`src/rtl/mcr_pkg.sv`:
```
package mcr_pkg;

    // Buffered bit positions decoded by the function logic.
    localparam int BIT_SER_SEL  = 1;
    localparam int BIT_MAIN_SEL = 2;
    localparam int BIT_PDN      = 3;
    localparam int BIT_LOAD     = 4;
    localparam int BIT_MSEL_SEL = 5;
    localparam int BIT_REF_SEL  = 6;

    typedef struct packed {
        logic ser_sel;
        logic main_sel;
        logic pdn;
        logic load;
        logic msel_sel;
        logic ref_sel;
    } fn_bits_t;

    typedef enum logic [2:0] {
        SRC_NONE,
        SRC_SERIAL,
        SRC_MAIN,
        SRC_MODSEL,
        SRC_REF
    } diag_src_e;

endpackage

```
`src/rtl/mcr_shift_in.sv`:
```
module mcr_shift_in
    import mcr_pkg::*;
#(
    parameter int REG_W = 8
) (
    input  logic     clk,
    input  logic     rst,
    input  logic     ser_en,
    input  logic     ser_din,
    input  logic     wr_strobe,
    output fn_bits_t fn_o,
    output logic     serial_arm_o
);

    typedef struct packed {
        logic [REG_W-1:0] shift;
        logic [REG_W-1:0] shadow;
        logic             wr;
    } st_t;

    st_t  st_d, st_q;
    logic capture;

    always_comb begin
        st_d    = st_q;
        capture = st_q.wr & ~wr_strobe;
        if (ser_en) begin
            st_d.shift = {st_q.shift[REG_W-2:0], ser_din};
        end
        if (capture) begin
            st_d.shadow = st_q.shift;
        end
        st_d.wr = wr_strobe;

        serial_arm_o = capture & st_q.shift[BIT_SER_SEL] & ~st_q.shadow[BIT_SER_SEL];

        fn_o.ser_sel  = st_q.shadow[BIT_SER_SEL];
        fn_o.main_sel = st_q.shadow[BIT_MAIN_SEL];
        fn_o.pdn      = st_q.shadow[BIT_PDN];
        fn_o.load     = st_q.shadow[BIT_LOAD];
        fn_o.msel_sel = st_q.shadow[BIT_MSEL_SEL];
        fn_o.ref_sel  = st_q.shadow[BIT_REF_SEL];
    end

    always_ff @(posedge clk) begin
        if (rst) begin
            st_q <= '0;
        end else begin
            st_q <= st_d;
        end
    end

    AST_SHADOW_HOLD: assert property (@(posedge clk) disable iff (rst)
        !(st_q.wr && !wr_strobe) |=> $stable(fn_o));

    AST_SHADOW_LOAD: assert property (@(posedge clk) disable iff (rst)
        (st_q.wr && !wr_strobe) |=> (fn_o.pdn == $past(st_q.shift[BIT_PDN])));

endmodule

```
`src/rtl/mcr_readout.sv`:
```
module mcr_readout #(
    parameter int PAR_W = 8
) (
    input  logic             clk,
    input  logic             rst,
    input  logic             load,
    input  logic             adv,
    input  logic [PAR_W-1:0] par_word,
    output logic             bit_o
);

    typedef struct packed {
        logic [PAR_W-1:0] sh;
    } st_t;

    st_t st_d, st_q;

    always_comb begin
        st_d = st_q;
        if (load) begin
            st_d.sh = par_word;
        end else if (adv) begin
            st_d.sh = {1'b0, st_q.sh[PAR_W-1:1]};
        end
        bit_o = st_q.sh[0];
    end

    always_ff @(posedge clk) begin
        if (rst) begin
            st_q <= '0;
        end else begin
            st_q <= st_d;
        end
    end

    AST_READOUT_LSB: assert property (@(posedge clk) disable iff (rst)
        load |=> (bit_o == $past(par_word[0])));

    AST_READOUT_DRAINED: assert property (@(posedge clk) disable iff (rst)
        (st_q.sh == '0 && !load) |=> !bit_o);

endmodule

```
`src/rtl/mcr_diag_mux.sv`:
```
module mcr_diag_mux
    import mcr_pkg::*;
(
    input  logic     clk,
    input  logic     rst,
    input  logic     enabled,
    input  fn_bits_t fn,
    input  logic     serial_bit,
    input  logic     main_in,
    input  logic     msel_in,
    input  logic     ref_in,
    output logic     diag_o,
    output logic     conflict_o
);

    typedef struct packed {
        logic conflict;
    } st_t;

    st_t       st_d, st_q;
    diag_src_e src;
    logic [3:0] sel;

    always_comb begin
        sel = {fn.ref_sel, fn.msel_sel, fn.main_sel, fn.ser_sel};
        src = SRC_NONE;
        if (enabled) begin
            if (fn.ser_sel)       src = SRC_SERIAL;
            else if (fn.main_sel) src = SRC_MAIN;
            else if (fn.msel_sel) src = SRC_MODSEL;
            else if (fn.ref_sel)  src = SRC_REF;
        end

        case (src)
            SRC_SERIAL: diag_o = serial_bit;
            SRC_MAIN:   diag_o = main_in;
            SRC_MODSEL: diag_o = msel_in;
            SRC_REF:    diag_o = ref_in;
            default:    diag_o = 1'b0;
        endcase

        st_d = st_q;
        if (enabled && ($countones(sel) > 1)) begin
            st_d.conflict = 1'b1;
        end
        conflict_o = st_q.conflict;
    end

    always_ff @(posedge clk) begin
        if (rst) begin
            st_q <= '0;
        end else begin
            st_q <= st_d;
        end
    end

    AST_CONFLICT_STICKY: assert property (@(posedge clk) disable iff (rst)
        conflict_o |=> conflict_o);

    AST_CONFLICT_SET: assert property (@(posedge clk) disable iff (rst)
        (enabled && $countones(sel) > 1) |=> conflict_o);

    AST_DIAG_QUIET: assert property (@(posedge clk) disable iff (rst)
        !enabled |-> !diag_o);

endmodule

```
`src/rtl/mode_ctl_reg.sv`:
```
module mode_ctl_reg
    import mcr_pkg::*;
#(
    parameter int REG_W = 8,
    parameter int PAR_W = 8
) (
    input  logic             clk,
    input  logic             rst,
    input  logic             ser_en,
    input  logic             ser_din,
    input  logic             wr_strobe,
    input  logic             enh_n,
    input  logic [PAR_W-1:0] par_word,
    input  logic             main_cnt_in,
    input  logic             mod_sel_in,
    input  logic             ref_cnt_in,
    output logic             pwr_down,
    output logic             cnt_load,
    output logic             diag_out,
    output logic             sel_conflict
);

    fn_bits_t fn;
    logic     serial_arm;
    logic     serial_bit;
    logic     enabled;

    assign enabled  = ~enh_n;
    assign pwr_down = enabled & fn.pdn;
    assign cnt_load = enabled & fn.load;

    mcr_shift_in #(.REG_W(REG_W)) shift_in_i (
        .clk          (clk),
        .rst          (rst),
        .ser_en       (ser_en),
        .ser_din      (ser_din),
        .wr_strobe    (wr_strobe),
        .fn_o         (fn),
        .serial_arm_o (serial_arm)
    );

    mcr_readout #(.PAR_W(PAR_W)) readout_i (
        .clk      (clk),
        .rst      (rst),
        .load     (serial_arm),
        .adv      (ser_en),
        .par_word (par_word),
        .bit_o    (serial_bit)
    );

    mcr_diag_mux diag_mux_i (
        .clk        (clk),
        .rst        (rst),
        .enabled    (enabled),
        .fn         (fn),
        .serial_bit (serial_bit),
        .main_in    (main_cnt_in),
        .msel_in    (mod_sel_in),
        .ref_in     (ref_cnt_in),
        .diag_o     (diag_out),
        .conflict_o (sel_conflict)
    );

    AST_ENABLE_GATES: assert property (@(posedge clk) disable iff (rst)
        enh_n |-> (!pwr_down && !cnt_load && !diag_out));

    AST_RESET_CLEARS: assert property (@(posedge clk)
        rst |=> (!sel_conflict && !fn.pdn && !fn.load));

endmodule

```
`config.mk`:
```
export PLATFORM = sky130hd
export DESIGN_NAME = mode_ctl_reg
export DESIGN_NICKNAME = d
export VERILOG_FILES = /design/src/rtl/mcr_pkg.sv /design/src/rtl/mcr_shift_in.sv /design/src/rtl/mcr_readout.sv /design/src/rtl/mcr_diag_mux.sv /design/src/rtl/mode_ctl_reg.sv
export SDC_FILE = /design/constraint.sdc
export NUM_CORES = 1
export LEC_CHECK = 0
export BUFFER_PORTS_ARGS = -buffer_cell sky130_fd_sc_hd__buf_2
export CORE_MARGIN = 2
export CORE_UTILIZATION = 60
export CTS_BUF_LIST = sky130_fd_sc_hd__clkbuf_8
export DETAILED_ROUTE_END_ITERATION = 8
export PLACE_DENSITY = 0.86
export SYNTH_ARGS = -nofsm -noshare
export SYNTH_HDL_FRONTEND = slang
export SYNTH_SLANG_ARGS = --single-unit
export TNS_END_PERCENT = 1
```
`constraint.sdc`:
```
create_clock -name clk -period 2.4 [get_ports clk]
set_clock_uncertainty 0.05 [all_clocks]
set_input_delay 0.12 -clock clk [delete_from_list [all_inputs] [get_ports clk]]
set_output_delay 0.12 -clock clk [all_outputs]
set_load 0.02 [all_outputs]
```
* Word level (Yosys, flattened, before mapping)
Index checks and enable logic that the tools add are counted.
Operators by class: add/subtract/negate cells 3, $lt $le $gt $ge 1, eq/ne operators 4, muxes and demuxes 8, bitwise logic cells 8, reductions and logical operators 2
Operator list (number):
- adder 32 bit | 1
- greater-than comparator 32 x 2 -> 1 bit (second input constant) | 1
- two-way mux 8 bit | 2
- two-way mux 3 bit | 5
- equality test 3 x 2 -> 1 bit (second input constant) | 2
- bitwise AND 1 bit | 5
- adder 1 x 1 -> 2 bit | 2
- case mux 1 bit (4 select lines) | 1
- equality test 3 x 1 -> 1 bit (second input constant) | 1
- equality test 3 bit (second input constant) | 1
- NOT 1 bit | 3
- nonzero test 2 bit | 1
- logical AND 1 bit | 1
Word-level totals: register bits after elaboration 24, bits of input ports 17, output and inout bits 4

* Longest topological paths before layout
Gate-level depths: netlist of run 1.
depth after elaboration 7, mapped depth 7

* Cells and area by module
From an unflattened synthesis of run 1, not the netlist that was laid out.
Unflattened totals: cells, all modules 110, area, all modules 1109.8 um^2
By module, submodules not included:
- mcr_shift_in | times used 1, cells an instance 58, area an instance 598.1 um^2
- mcr_readout | times used 1, cells an instance 35, area an instance 369.1 um^2
- mcr_diag_mux | times used 1, cells an instance 14, area an instance 126.4 um^2
- mode_ctl_reg | times used 1, cells an instance 3, area an instance 16.3 um^2

* Least setup slack after synthesis of run 1
OpenSTA, ideal clock, no wires.
path type flip-flop to flip-flop, start point reg shift_in_i.st_q, in the netlist shift_in_i.fn_o[1], end point reg diag_mux_i.st_q, in the netlist diag_mux_i.conflict_o, library setup time 0.128 ns, arrival time 1.434 ns, path slack 0.788 ns, cell stages (with the launch flop) 8, clock period less this slack 1.612 ns, cells stage by stage dfxtp_1 -> inv_1 -> ha_1 -> nand2b_1 -> fa_1 -> a21oi_1 -> nor2_1 -> nor2_1
On the way: word-level cells in the longest chain between the ends 4
RTL lines:
- start, declared | RTL line mcr_shift_in.sv:21 | st_t st_d, st_q;
- start signal, assigned | RTL line mcr_shift_in.sv:49 | st_q <= st_d;
- adder 1 x 1 -> 2 bit (not written as such) | RTL line mcr_diag_mux.sv:43 | if (enabled && ($countones(sel) > 1)) begin
- adder 32 bit (not written as such) | RTL line mcr_diag_mux.sv:43
- greater-than comparator 32 x 2 -> 1 bit | RTL line mcr_diag_mux.sv:43
- logical AND 1 bit | RTL line mcr_diag_mux.sv:43
- end signal, assigned | RTL line mcr_diag_mux.sv:53 | st_q <= st_d;
- end, declared | RTL line mcr_diag_mux.sv:20 | st_t st_d, st_q;
No other way between the ends. A chain may end at the register's enable or synchronous reset.

* Worst setup path in the final report of run 1
start point reg shift_in_i.st_q, in the netlist shift_in_i.fn_o[1], end point out diag_out
On the way: word-level cells in the longest chain between the ends 6, elaborated cells between the ends (all ways) 9, classes of those cells eq/ne (4); mux (5)
RTL lines:
- two-way mux 3 bit * | RTL line mcr_diag_mux.sv:30 | else if (fn.msel_sel) src = SRC_MODSEL;
- two-way mux 3 bit * | RTL line mcr_diag_mux.sv:29 | else if (fn.main_sel) src = SRC_MAIN;
- two-way mux 3 bit * | RTL line mcr_diag_mux.sv:28 | if (fn.ser_sel) src = SRC_SERIAL;
- two-way mux 3 bit * | RTL line mcr_diag_mux.sv:27 | if (enabled) begin
- equality test 3 bit (tied with other cells) | RTL line mcr_diag_mux.sv:34 | case (src)
- case mux 1 bit (4 select lines) * | RTL line mcr_diag_mux.sv:34
- end, declared | RTL line mode_ctl_reg.sv:19 | output logic diag_out,
Mark *: on every way between the ends. The rest lies on a longest branch, timed or not.

==> results of run 1 <==
-- worst paths after layout --
check,from,end,slack (ps)
max,shift_in_i.fn_o[1]$_SDFFE_PP0P_,diag_out,630
min,ser_din,shift_in_i.st_q[9]$_SDFFE_PP0P_,50
max reg2reg,shift_in_i.fn_o[1]$_SDFFE_PP0P_,diag_mux_i.conflict_o$_SDFFE_PP0P_,680
min reg2reg,diag_mux_i.conflict_o$_SDFFE_PP0P_,diag_mux_i.conflict_o$_SDFFE_PP0P_,440
-- cell families after synthesis --
family / after synthesis / share of synthesized area [%]
AND/OR/NAND/NOR: 34 / 16.51
buffers and inverters: 10 / 5.581
AO/OA/AOI/OAI: 12 / 11.16
adder cells (fa/ha/maj): 4 / 5.349
flip-flops: 23 / 42.79
multiplexers: 20 / 18.60
-- layer usage --
metal / share of wire, % / track usage, % / vias up / wire [um]
li1: - / - / 386 / -
met1: 44 / 26.68 / 355 / 857
met2: 50 / 33.61 / 19 / 980
met3: 2.6 / 3.529 / 6 / 50
met4: 3.2 / 12.00 / 0 / 63
met5: 0 / 0 / - / 0
-- power groups by stage --
stage	Clock, mW	Combinational [mW]	Sequential (mW)
2_1_floorplan	0	0.0291	0.397
4_1_cts	0.245	0.0440	0.389
6_report	0.240	0.0435	0.389
5_1_grt	0.263	0.0477	0.390
3_5_place_dp	0	0.0438	0.398
3_3_place_gp	0	0.0423	0.398
-- cell usage after synthesis --
cell,count,area (um^2)
buf_6,2,22.52
dfxtp_1,23,460.4
nor2b_1,5,31.28
nand4bb_4,1,27.53
nand3b_1,1,7.510
fa_1,1,20.02
a211oi_2,7,87.58
inv_1,4,15.01
buf_4,2,15.01
a211o_1,1,8.760
nor2_1,22,82.58
ha_1,3,37.54
nand4_1,1,6.260
a21oi_1,3,15.01
nand2_1,1,3.750
mux2i_1,20,200.2
o2111ai_1,1,8.760
nand2b_1,3,18.77
clkbuf_1,2,7.510
-- per-stage QoR --
step                worst slack, ps  power, mW  cell area [um^2]  std cells
finish                        625.7     0.6726              1211        146
CTS                           640.1     0.6779              1211        146
floorplan                     788.3     0.4261              1076        103
global placement              756.8     0.4400              1162        142
detailed placement            687.8     0.4419              1162        142
global route                  490.8     0.7002              1211        146
-- state kept, by name (all words and copies together), names as in the netlist --
name / flops
diag_mux_i.conflict_o: 1
readout_i.st_q: 8
shift_in_i.fn_o: 6
shift_in_i.st_q: 8
-- area by class of cell --
class | count | area share [%]
clock inverter | 1 | 0.6198
multi-input combinational | 70 | 45.87
timing repair buffer | 20 | 8.264
tap | 25 | 2.583
sequential | 23 | 38.02
clock buffer | 3 | 3.409
inverter | 4 | 1.240
-- worst max-delay path, cell delays in order (launching register included) --
cell and delay [ps]:
dfxtp_1 400, inv_1 60, ha_1 200, a211o_1 300, o2111ai_1 120, a21oi_1 100
buf_2 160
==> flow_metrics.env, run 1 <==
export IMPL_ys_warnings_count=0
export IMPL_grt_overflow=0
export IMPL_drive_gt1_share_pct=26.45
export IMPL_ir_worst_vdd_v=0.0005275
export IMPL_switching_share_pct=22.19
export IMPL_syn_num_nets=124
export IMPL_drt_pass1_iterations=4
export IMPL_period_share_pct=73.93
export IMPL_h_tree_depth=1
export IMPL_worst_ep_required_time_ps=2230
export IMPL_antennaDiodeCount=0
export IMPL_critPathMaxFanout=5
export IMPL_first_iter_violations=8
export IMPL_critPathLaunchType="register"
export IMPL_rsz0062_at_grt="no"
export IMPL_final_cell_mix="dfxtp_1, nor2_1, mux2i_1, buf_2, a211oi_2"
export IMPL_cts_buffer_depth=2
export IMPL_fin_crit_ps=1774
export IMPL_postCtsHoldBufs=0
export IMPL_core_area_um2=1708
export IMPL_p_leak_nw=0.5028
export IMPL_synth_avg_cell_area_um2=10.45
export IMPL_die_y_um=46.35
export IMPL_hp_class="in -> reg"
export IMPL_clk_pin_slew_ps=80
export IMPL_layout_commonest_cell="dfxtp_1"
export IMPL_wl_per_cell_um=13.37
export IMPL_io_pins=21
export IMPL_worstSetupEndpointType="output port"
export IMPL_grt_pass1_wl_um=3222
export IMPL_drv_slew=0
export IMPL_slew_headroom_pct=45.03
export IMPL_setup_tns_ps=0
export IMPL_routed_via_density=5.247
export IMPL_fin_nets=143
export IMPL_multi_input_area_um2=555.5
export IMPL_fmax_mhz=563.6
export IMPL_arrival_ps=1600
export IMPL_postSynthCellCount=103
export IMPL_whs_ps=47.36
export IMPL_synth_seq_area_share_pct=42.79
export IMPL_clkSinkCount=23
export IMPL_grt_pass1_vias=747
export IMPL_outcome="finished, final reports clean"
export IMPL_seq_area_um2=460.4
export IMPL_fp_dieW_um=46.35
export IMPL_routed_wl_um=1952
export IMPL_maxCapViolCount=0
export IMPL_track_usage_pct=21.11
export IMPL_synth_seq_cells=23
export IMPL_syn_to_final_growth_pct=12.56
export IMPL_numCtsBuffers=3
export IMPL_post_cts_setup_buffers=0
export IMPL_start_util_pct=63.00
export IMPL_p_comb_share_pct=6.5
export IMPL_tightest_slew_ps=822.9
export IMPL_die_area_um2=2148
export IMPL_drc=0
export IMPL_finalSetupViolCount=0
export IMPL_fillers=132
export IMPL_final_antenna_net_count=0
export IMPL_hold_depth=3
export IMPL_cts_tree="done"
export IMPL_cts_root_buf="clkbuf_8"
export IMPL_fin_util_pct=70.92
export IMPL_pwr_share_clk_pct=35.7
export IMPL_hpwl_um=1534
export IMPL_reg2regPathDepth=7
export IMPL_seqPwrFrac_pct=57.8
export IMPL_grt_max_degree=24
export IMPL_row_count=15
export IMPL_synthDistinctLibCells=19
export IMPL_clkLatencyLatePin_ps=260
export IMPL_syn_area_um2=1076
export IMPL_routabilityCongestion=0.7308
export IMPL_intPower_mw=0.5233
export IMPL_hold_viol=0
export IMPL_route_vias_total=766
export IMPL_io_buffers=20
export IMPL_path_class="reg -> out"
export IMPL_cts_resized=0
export IMPL_p_per_area_nw_per_um2=555.3
export IMPL_power_switching_mw=0.1493
export IMPL_grt_antenna_before_repair=0
Power figures use the tool's default switching activity.
==> run 2: changes to the inputs <==
ABC_AREA = 1   (was not set)
CORE_UTILIZATION = 51   (was 60)
PLACE_DENSITY = 0.77   (was 0.86)
clock period = 1.59 ns   (was 2.4 ns; I/O delays follow)
==> run 2 against run 1 <==
  * Non-clock buffer count rose by 6
  * Cell count rose by 37%
  * Die area rose by 20%
==> flow_metrics.env, run 2 <==
export IMPL_yosysTopAreaCell="dfxtp_1"
export IMPL_start_util_pct=55.69
export IMPL_routed_via_density=5.150
export IMPL_routed_wl_um=2261
export IMPL_first_iter_violations=35
export IMPL_intPower_mw=0.7988
export IMPL_multi_input_area_um2=548.0
export IMPL_fin_nets=195
export IMPL_rsz0062_at_grt="yes"
export IMPL_hold_viol=0
export IMPL_clk_pin_slew_ps=80
export IMPL_synth_avg_cell_area_um2=7.432
export IMPL_fin_area_um2=1316
export IMPL_crit_slowest_cell="fa_1"
export IMPL_synth_area_leaders="dfxtp_1, nand2_1, a21oi_1"
export IMPL_period_share_pct=97.97
export IMPL_reg2regPathDepth=8
export IMPL_drt_pass1_iterations=5
export IMPL_path_class="reg -> reg"
export IMPL_die_area_um2=2576
export IMPL_final_cell_mix="nand2_1, dfxtp_1, buf_2"
export IMPL_layout_commonest_cell="nand2_1"
export IMPL_outcome="finished, final reports clean"
export IMPL_p_per_area_nw_per_um2=796.9
export IMPL_slew_headroom_pct=71.34
export IMPL_worstPathCellList="inv_2 -> ha_4 -> inv_2 -> nand2_2 -> fa_1 -> nand2_1 -> a21oi_2 -> nor2_1"
export IMPL_cts_buffer_depth=2
export IMPL_io_buffers=20
export IMPL_endpoint="diag_mux_i.conflict_o$_SDFFE_PP0P_"
export IMPL_final_antenna_net_count=0
export IMPL_route_vias_total=1030
export IMPL_fin_crit_ps=1558
export IMPL_worst_path_stages=8
export IMPL_critPathBufInv=2
export IMPL_crit_top_cell="inv_2"
export IMPL_yosys_most_used_dff="dfxtp_1"
export IMPL_pwr_share_clk_pct=34.1
export IMPL_track_usage_pct=19.19
export IMPL_fp_dieW_um=50.76
export IMPL_drv_slew=0
export IMPL_synthDistinctLibCells=21
export IMPL_synth_top_area_share_pct=41.30
export IMPL_r2r_start="shift_in_i.fn_o[1]$_SDFFE_PP0P_"
export IMPL_arrival_ps=1650
export IMPL_placed_cells=194
export IMPL_hold_depth=3
export IMPL_wl_per_cell_um=11.31
export IMPL_worst_ep_required_time_ps=1680
export IMPL_synth_seq_area_share_pct=41.30
export IMPL_seq_area_um2=462.9
export IMPL_cpPeakStageDelay_ps=470
export IMPL_synthMostInstantiatedCell="nand2_1"
export IMPL_drive_gt1_share_pct=27.17
export IMPL_clkSinkCount=23
export IMPL_ys_async_sr_fraction_pct=0
export IMPL_grt_antenna_before_repair=0
export IMPL_syn_to_final_growth_pct=18.07
export IMPL_power_switching_mw=0.2502
export IMPL_drc=0
export IMPL_reg2reg_to="diag_mux_i.conflict_o$_SDFFE_PP0P_"
export IMPL_crit_start="shift_in_i.fn_o[1]$_SDFFE_PP0P_"
export IMPL_hpwl_um=1564
export IMPL_synth_seq_cells=23
export IMPL_r2r_slack_ps=30
export IMPL_grt_pass1_vias=888
export IMPL_hp_class="in -> reg"
export IMPL_worstSetupEndpointType="register"
export IMPL_grt_pass1_wl_um=3712
export IMPL_syn_area_um2=1115
export IMPL_cts_root_buf="clkbuf_8"
export IMPL_routabilityCongestion=0.7659
export IMPL_core_area_um2=2002
export IMPL_crit_family="adder cells"
export IMPL_p_leak_nw=0.5666
export IMPL_tightest_slew_ps=429.9
export IMPL_synth_edf_count=0
export IMPL_switching_share_pct=23.85
export IMPL_critPathLaunchType="register"
export IMPL_h_tree_depth=1
export IMPL_grt_overflow=0
export IMPL_final_cell_count_no_fill=200
export IMPL_grt_max_degree=24
export IMPL_clkLatencyLatePin_ps=260
export IMPL_fmax_mhz=642.0
export IMPL_numCtsBuffers=3
export IMPL_io_pins=21
export IMPL_cts_tree="done"
export IMPL_seqPwrFrac_pct=56.5
export IMPL_row_count=16
export IMPL_antennaDiodeCount=0
export IMPL_place_area_um2=1231
export IMPL_p_comb_share_pct=9.4
export IMPL_fillers=189
export IMPL_ir_worst_vdd_v=0.0006032
export IMPL_critPathMaxFanout=2
export IMPL_finalSetupViolCount=0
export IMPL_fin_util_pct=65.75
export IMPL_postSynthCellCount=150
export IMPL_netlist_top_cells_count="nand2_1, dfxtp_1, a21oi_1"
export IMPL_syn_num_nets=171
export IMPL_maxCapViolCount=0
export IMPL_die_y_um=50.76
export IMPL_ys_warnings_count=0
## run 2: changes by cell type after synthesis, sizes merged, moves of 9 or more
cell	delta
nand2	+42
mux2i	-20
nor2	-13
a21oi	+17
nand3	+9
inv	+16
## run 2: timing repair
action	4_1_cts	5_1_grt
endpoints found under the hold margin	1	0
buffers inserted	0	1
pin swaps	4	4
hold buffers	1	0
cloned	0	0
resized for setup	6	1
endpoints found under the setup margin	1	1
## run 2: cells by family (layout without fill, tap and decap cells)
| logic type | after synthesis | count (layout) | synth area share [%] |
|---|---|---|---|
| adder cells (fa/ha/maj) | 4 | 4 | 5.163 |
| AO/OA/AOI/OAI | 26 | 26 | 13.24 |
| flip-flops | 23 | 23 | 41.30 |
| buffers and inverters | 27 | 50 | 11.22 |
| AND/OR/NAND/NOR | 70 | 70 | 29.07 |
## run 2: area by class of cell
type / instances / area share (%)
Clock buffer: 3 / 3.137
Tap cell: 27 / 2.567
Multi-Input combinational cell: 100 / 41.64
Inverter: 20 / 5.894
Sequential cell: 23 / 35.17
Timing Repair Buffer: 26 / 11.22
Clock inverter: 1 / 0.3802
## run 2: worst min-delay path by stage
| stage | start | end | slack, ps |
|---|---|---|---|
| after floorplan | rst | shift_in_i.fn_o[2]$_SDFFE_PP0P_ | 110 |
| after global placement | ser_din | shift_in_i.st_q[9]$_SDFFE_PP0P_ | 280 |
| after detailed placement | ser_din | shift_in_i.st_q[9]$_SDFFE_PP0P_ | 280 |
| after CTS | par_word[7] | readout_i.st_q[7]$_SDFFE_PP0P_ | 40 |
| after global routing | wr_strobe | shift_in_i.st_q[0]$_SDFF_PP0_ | 40 |
| final | par_word[7] | readout_i.st_q[7]$_SDFFE_PP0P_ | 40 |
## run 2: stage by stage
stage / power [mW] / worst slack, ps / TNS, ps / hold slack [ps]
2_1_floorplan: 0.6605 / 14.24 / 0 / 108.0
3_3_place_gp: 0.6959 / 24.53 / 0 / 277.7
4_1_cts: 1.058 / -39.75 / -39.75 / 37.38
3_5_place_dp: 0.6977 / -71.29 / -71.29 / 283.6
6_report: 1.049 / 32.34 / 0 / 42.54
5_1_grt: 1.092 / -22.45 / -22.45 / 42.90
## run 2: worst min-delay path: cells and delay by family
kind                   cells  cell delay, ps
AO/OA/AOI/OAI              1              60
buffers and inverters      1             100
AND/OR/NAND/NOR            1              70
## run 2: metal layers
metal  part of all wire [%]  global-route usage [%]
met5                      0                       0
met4                    1.7                   8.108
met3                    3.1                   2.679
met1                     47                   23.26
met2                     48                   33.77
## run 2: power groups by stage
stage	clock, mW	combinational (mW)	sequential, mW
floorplan	0	0.0548	0.606
global placement	0	0.0902	0.606
detailed placement	0	0.0918	0.606
CTS	0.369	0.0966	0.593
global route	0.387	0.110	0.594
finish	0.357	0.0989	0.593
==> run 3: changes to the inputs <==
SYNTH_HIERARCHICAL = 1   (was not set)
==> run 3 against run 2 <==
  * Global-route usage decreased by 1.9 points
  * Sequential power increased by 3.4%
  * Register-to-register slack improved by 120 ps
  * Setup slack improved by 99 ps
  * Largest power group unchanged
  * Critical path depth unchanged
  * Power increased by 4.7%
  * Design area decreased by 3.8%
==> flow_metrics.env, run 3 <==
export IMPL_route_vias_total=981
export IMPL_hold_viol=0
export IMPL_grt_overflow=0
export IMPL_synth_top_area_share_pct=41.39
export IMPL_drv_slew=0
export IMPL_hpwl_um=1486
export IMPL_syn_num_nets=178
export IMPL_cts_tree="done"
export IMPL_synth_edf_count=0
export IMPL_die_area_um2=2570
export IMPL_worstSetupEndpointType="output port"
export IMPL_first_iter_violations=18
export IMPL_routed_wl_um=2001
export IMPL_tightest_slew_ps=331.5
export IMPL_io_pins=21
export IMPL_synth_avg_cell_area_um2=6.996
export IMPL_maxCapViolCount=0
export IMPL_drc=0
export IMPL_period_share_pct=91.77
export IMPL_start_util_pct=55.56
export IMPL_worst_ep_required_time_ps=1460
export IMPL_placed_cells=199
export IMPL_synth_seq_area_share_pct=41.39
export IMPL_drt_pass1_iterations=4
export IMPL_fillers=183
export IMPL_grt_max_degree=17
export IMPL_crit_top_cell="nand2_1"
export IMPL_syn_to_final_growth_pct=13.84
export IMPL_final_cell_count_no_fill=205
export IMPL_numCtsBuffers=3
export IMPL_hp_class="in -> reg"
export IMPL_layout_commonest_cell="nand2_1"
export IMPL_ys_async_sr_fraction_pct=0
export IMPL_cts_root_buf="clkbuf_8"
export IMPL_syn_area_um2=1112
export IMPL_p_leak_nw=0.6167
export IMPL_clkSinkCount=23
export IMPL_ys_warnings_count=6
export IMPL_antennaDiodeCount=0
export IMPL_ir_worst_vdd_v=0.0005518
export IMPL_die_y_um=50.70
export IMPL_arrival_ps=1330
export IMPL_worstPathCellList="inv_2 -> ha_2 -> inv_1 -> nand3_1 -> nand2_1 -> nand2_1 -> a21oi_2 -> buf_6"
export IMPL_grt_antenna_before_repair=0
export IMPL_fmax_mhz=685.4
export IMPL_wl_per_cell_um=9.761
export IMPL_setup_tns_ps=0
export IMPL_core_area_um2=2002
export IMPL_row_count=16
export IMPL_fin_nets=198
export IMPL_slew_headroom_pct=77.90
export IMPL_path_class="reg -> out"
export IMPL_rsz0062_at_grt="no"
export IMPL_drive_gt1_share_pct=20.79
export IMPL_track_usage_pct=17.28
export IMPL_postSynthCellCount=159
export IMPL_whs_ps=30.42
export IMPL_yosysTopAreaCell="dfxtp_1"
export IMPL_p_per_area_nw_per_um2=867.0
export IMPL_synth_seq_cells=23
export IMPL_fin_crit_ps=1459
export IMPL_critPathLaunchType="register"
export IMPL_synthDistinctLibCells=17
export IMPL_routed_via_density=4.785
export IMPL_critPathMaxFanout=4
export IMPL_h_tree_depth=1
export IMPL_synth_area_leaders="dfxtp_1, nand2_1, nor2_1"
export IMPL_netlist_top_cells_count="nand2_1, nor2_1, dfxtp_1"
export IMPL_cts_buffer_depth=2
export IMPL_grt_pass1_wl_um=3415
export IMPL_final_cell_mix="nand2_1, nor2_1, dfxtp_1"
export IMPL_clkLatencyLatePin_ps=260
export IMPL_cpPeakStageDelay_ps=370
export IMPL_final_antenna_net_count=0
export IMPL_io_buffers=20
export IMPL_routabilityCongestion=0.7707
export IMPL_outcome="finished, final reports clean"
export IMPL_fp_dieW_um=50.70
export IMPL_crit_slowest_cell="dfxtp_4"
export IMPL_yosys_most_used_dff="dfxtp_1"
export IMPL_synthMostInstantiatedCell="nand2_1"
export IMPL_grt_pass1_vias=840
export IMPL_finalSetupViolCount=0
export IMPL_clk_pin_slew_ps=80
## run 3: power breakdown
group          switching, mW  leakage [nW]  internal, mW
Clock                  0.186        0.0255         0.175
Combinational         0.0711         0.403        0.0534
Sequential            0.0151         0.189         0.598
Total                  0.272         0.617         0.826
## run 3: critical path, delay by kind of cell (launching register included)
kind,cells,cell delay [ps]
adders and majority gates,1,170
AOI/OAI and AO/OA,1,150
buffers and inverters,3,220
and+or+nand+nor,3,170
DFF,1,370
## run 3: timing repair
| action | 4_1_cts | 5_1_grt |
|---|---|---|
| hold buffers | 1 | 0 |
| resized for setup | 0 | 5 |
| endpoints found under the hold margin | 1 | 0 |
| endpoints found under the setup margin | 0 | 1 |
| buffers inserted | 0 | 1 |
## run 3: path summary, 6_finish.rpt
path / from / to / slack [ps] / cells past startpoint
setup / recovery: shift_in_i/fn_o[1]$_SDFFE_PP0P_ / diag_out / 130 / 8
hold / removal: wr_strobe / shift_in_i/st_q[0]$_SDFF_PP0_ / 30 / 3
setup reg to reg: shift_in_i/fn_o[1]$_SDFFE_PP0P_ / diag_mux_i/conflict_o$_SDFFE_PP0P_ / 150 / 6
hold reg to reg: diag_mux_i/conflict_o$_SDFFE_PP0P_ / diag_mux_i/conflict_o$_SDFFE_PP0P_ / 400 / 2
## run 3: cells by family (layout without fill, tap and decap cells)
kind of cell / Yosys count / in the layout / synth area share [%]
AO/OA/AOI/OAI: 19 / 19 / 8.886
adder cells (fa/ha/maj): 2 / 2 / 2.925
buffers and inverters: 31 / 50 / 13.84
flip-flops: 23 / 23 / 41.39
AND/OR/NAND/NOR: 84 / 84 / 32.96
## run 3: cell type report
| type | count | area [um^2] | share of cell area [%] |
|---|---|---|---|
| inverters | 22 | 82.58 | 6.522 |
| clock buffers | 3 | 41.29 | 3.261 |
| multi-input cells | 105 | 500.5 | 39.53 |
| flip-flops and latches | 23 | 464.2 | 36.66 |
| clock inverters | 1 | 5.005 | 0.3953 |
| repair buffers | 24 | 138.9 | 10.97 |
| well taps | 27 | 33.78 | 2.668 |
## run 3: stage by stage
step	total power [mW]	worst slack (ps)	utilization [%]	area, um^2
finish	1.098	130.9	63.25	1266
global route	1.146	9.747	63.25	1266
CTS	1.107	1.199	62.25	1246
detailed placement	0.7470	240.0	59.44	1190
global placement	0.7408	297.6	59.44	1190
floorplan	0.7114	258.3	-	1112
## run 3: routing by layer
metal,track usage (%),vias to the layer above,wire length (um)
li1,-,523,-
met1,21.81,445,955
met2,28.73,11,980
met3,3.571,2,53
met4,6.757,0,11
met5,0,-,0
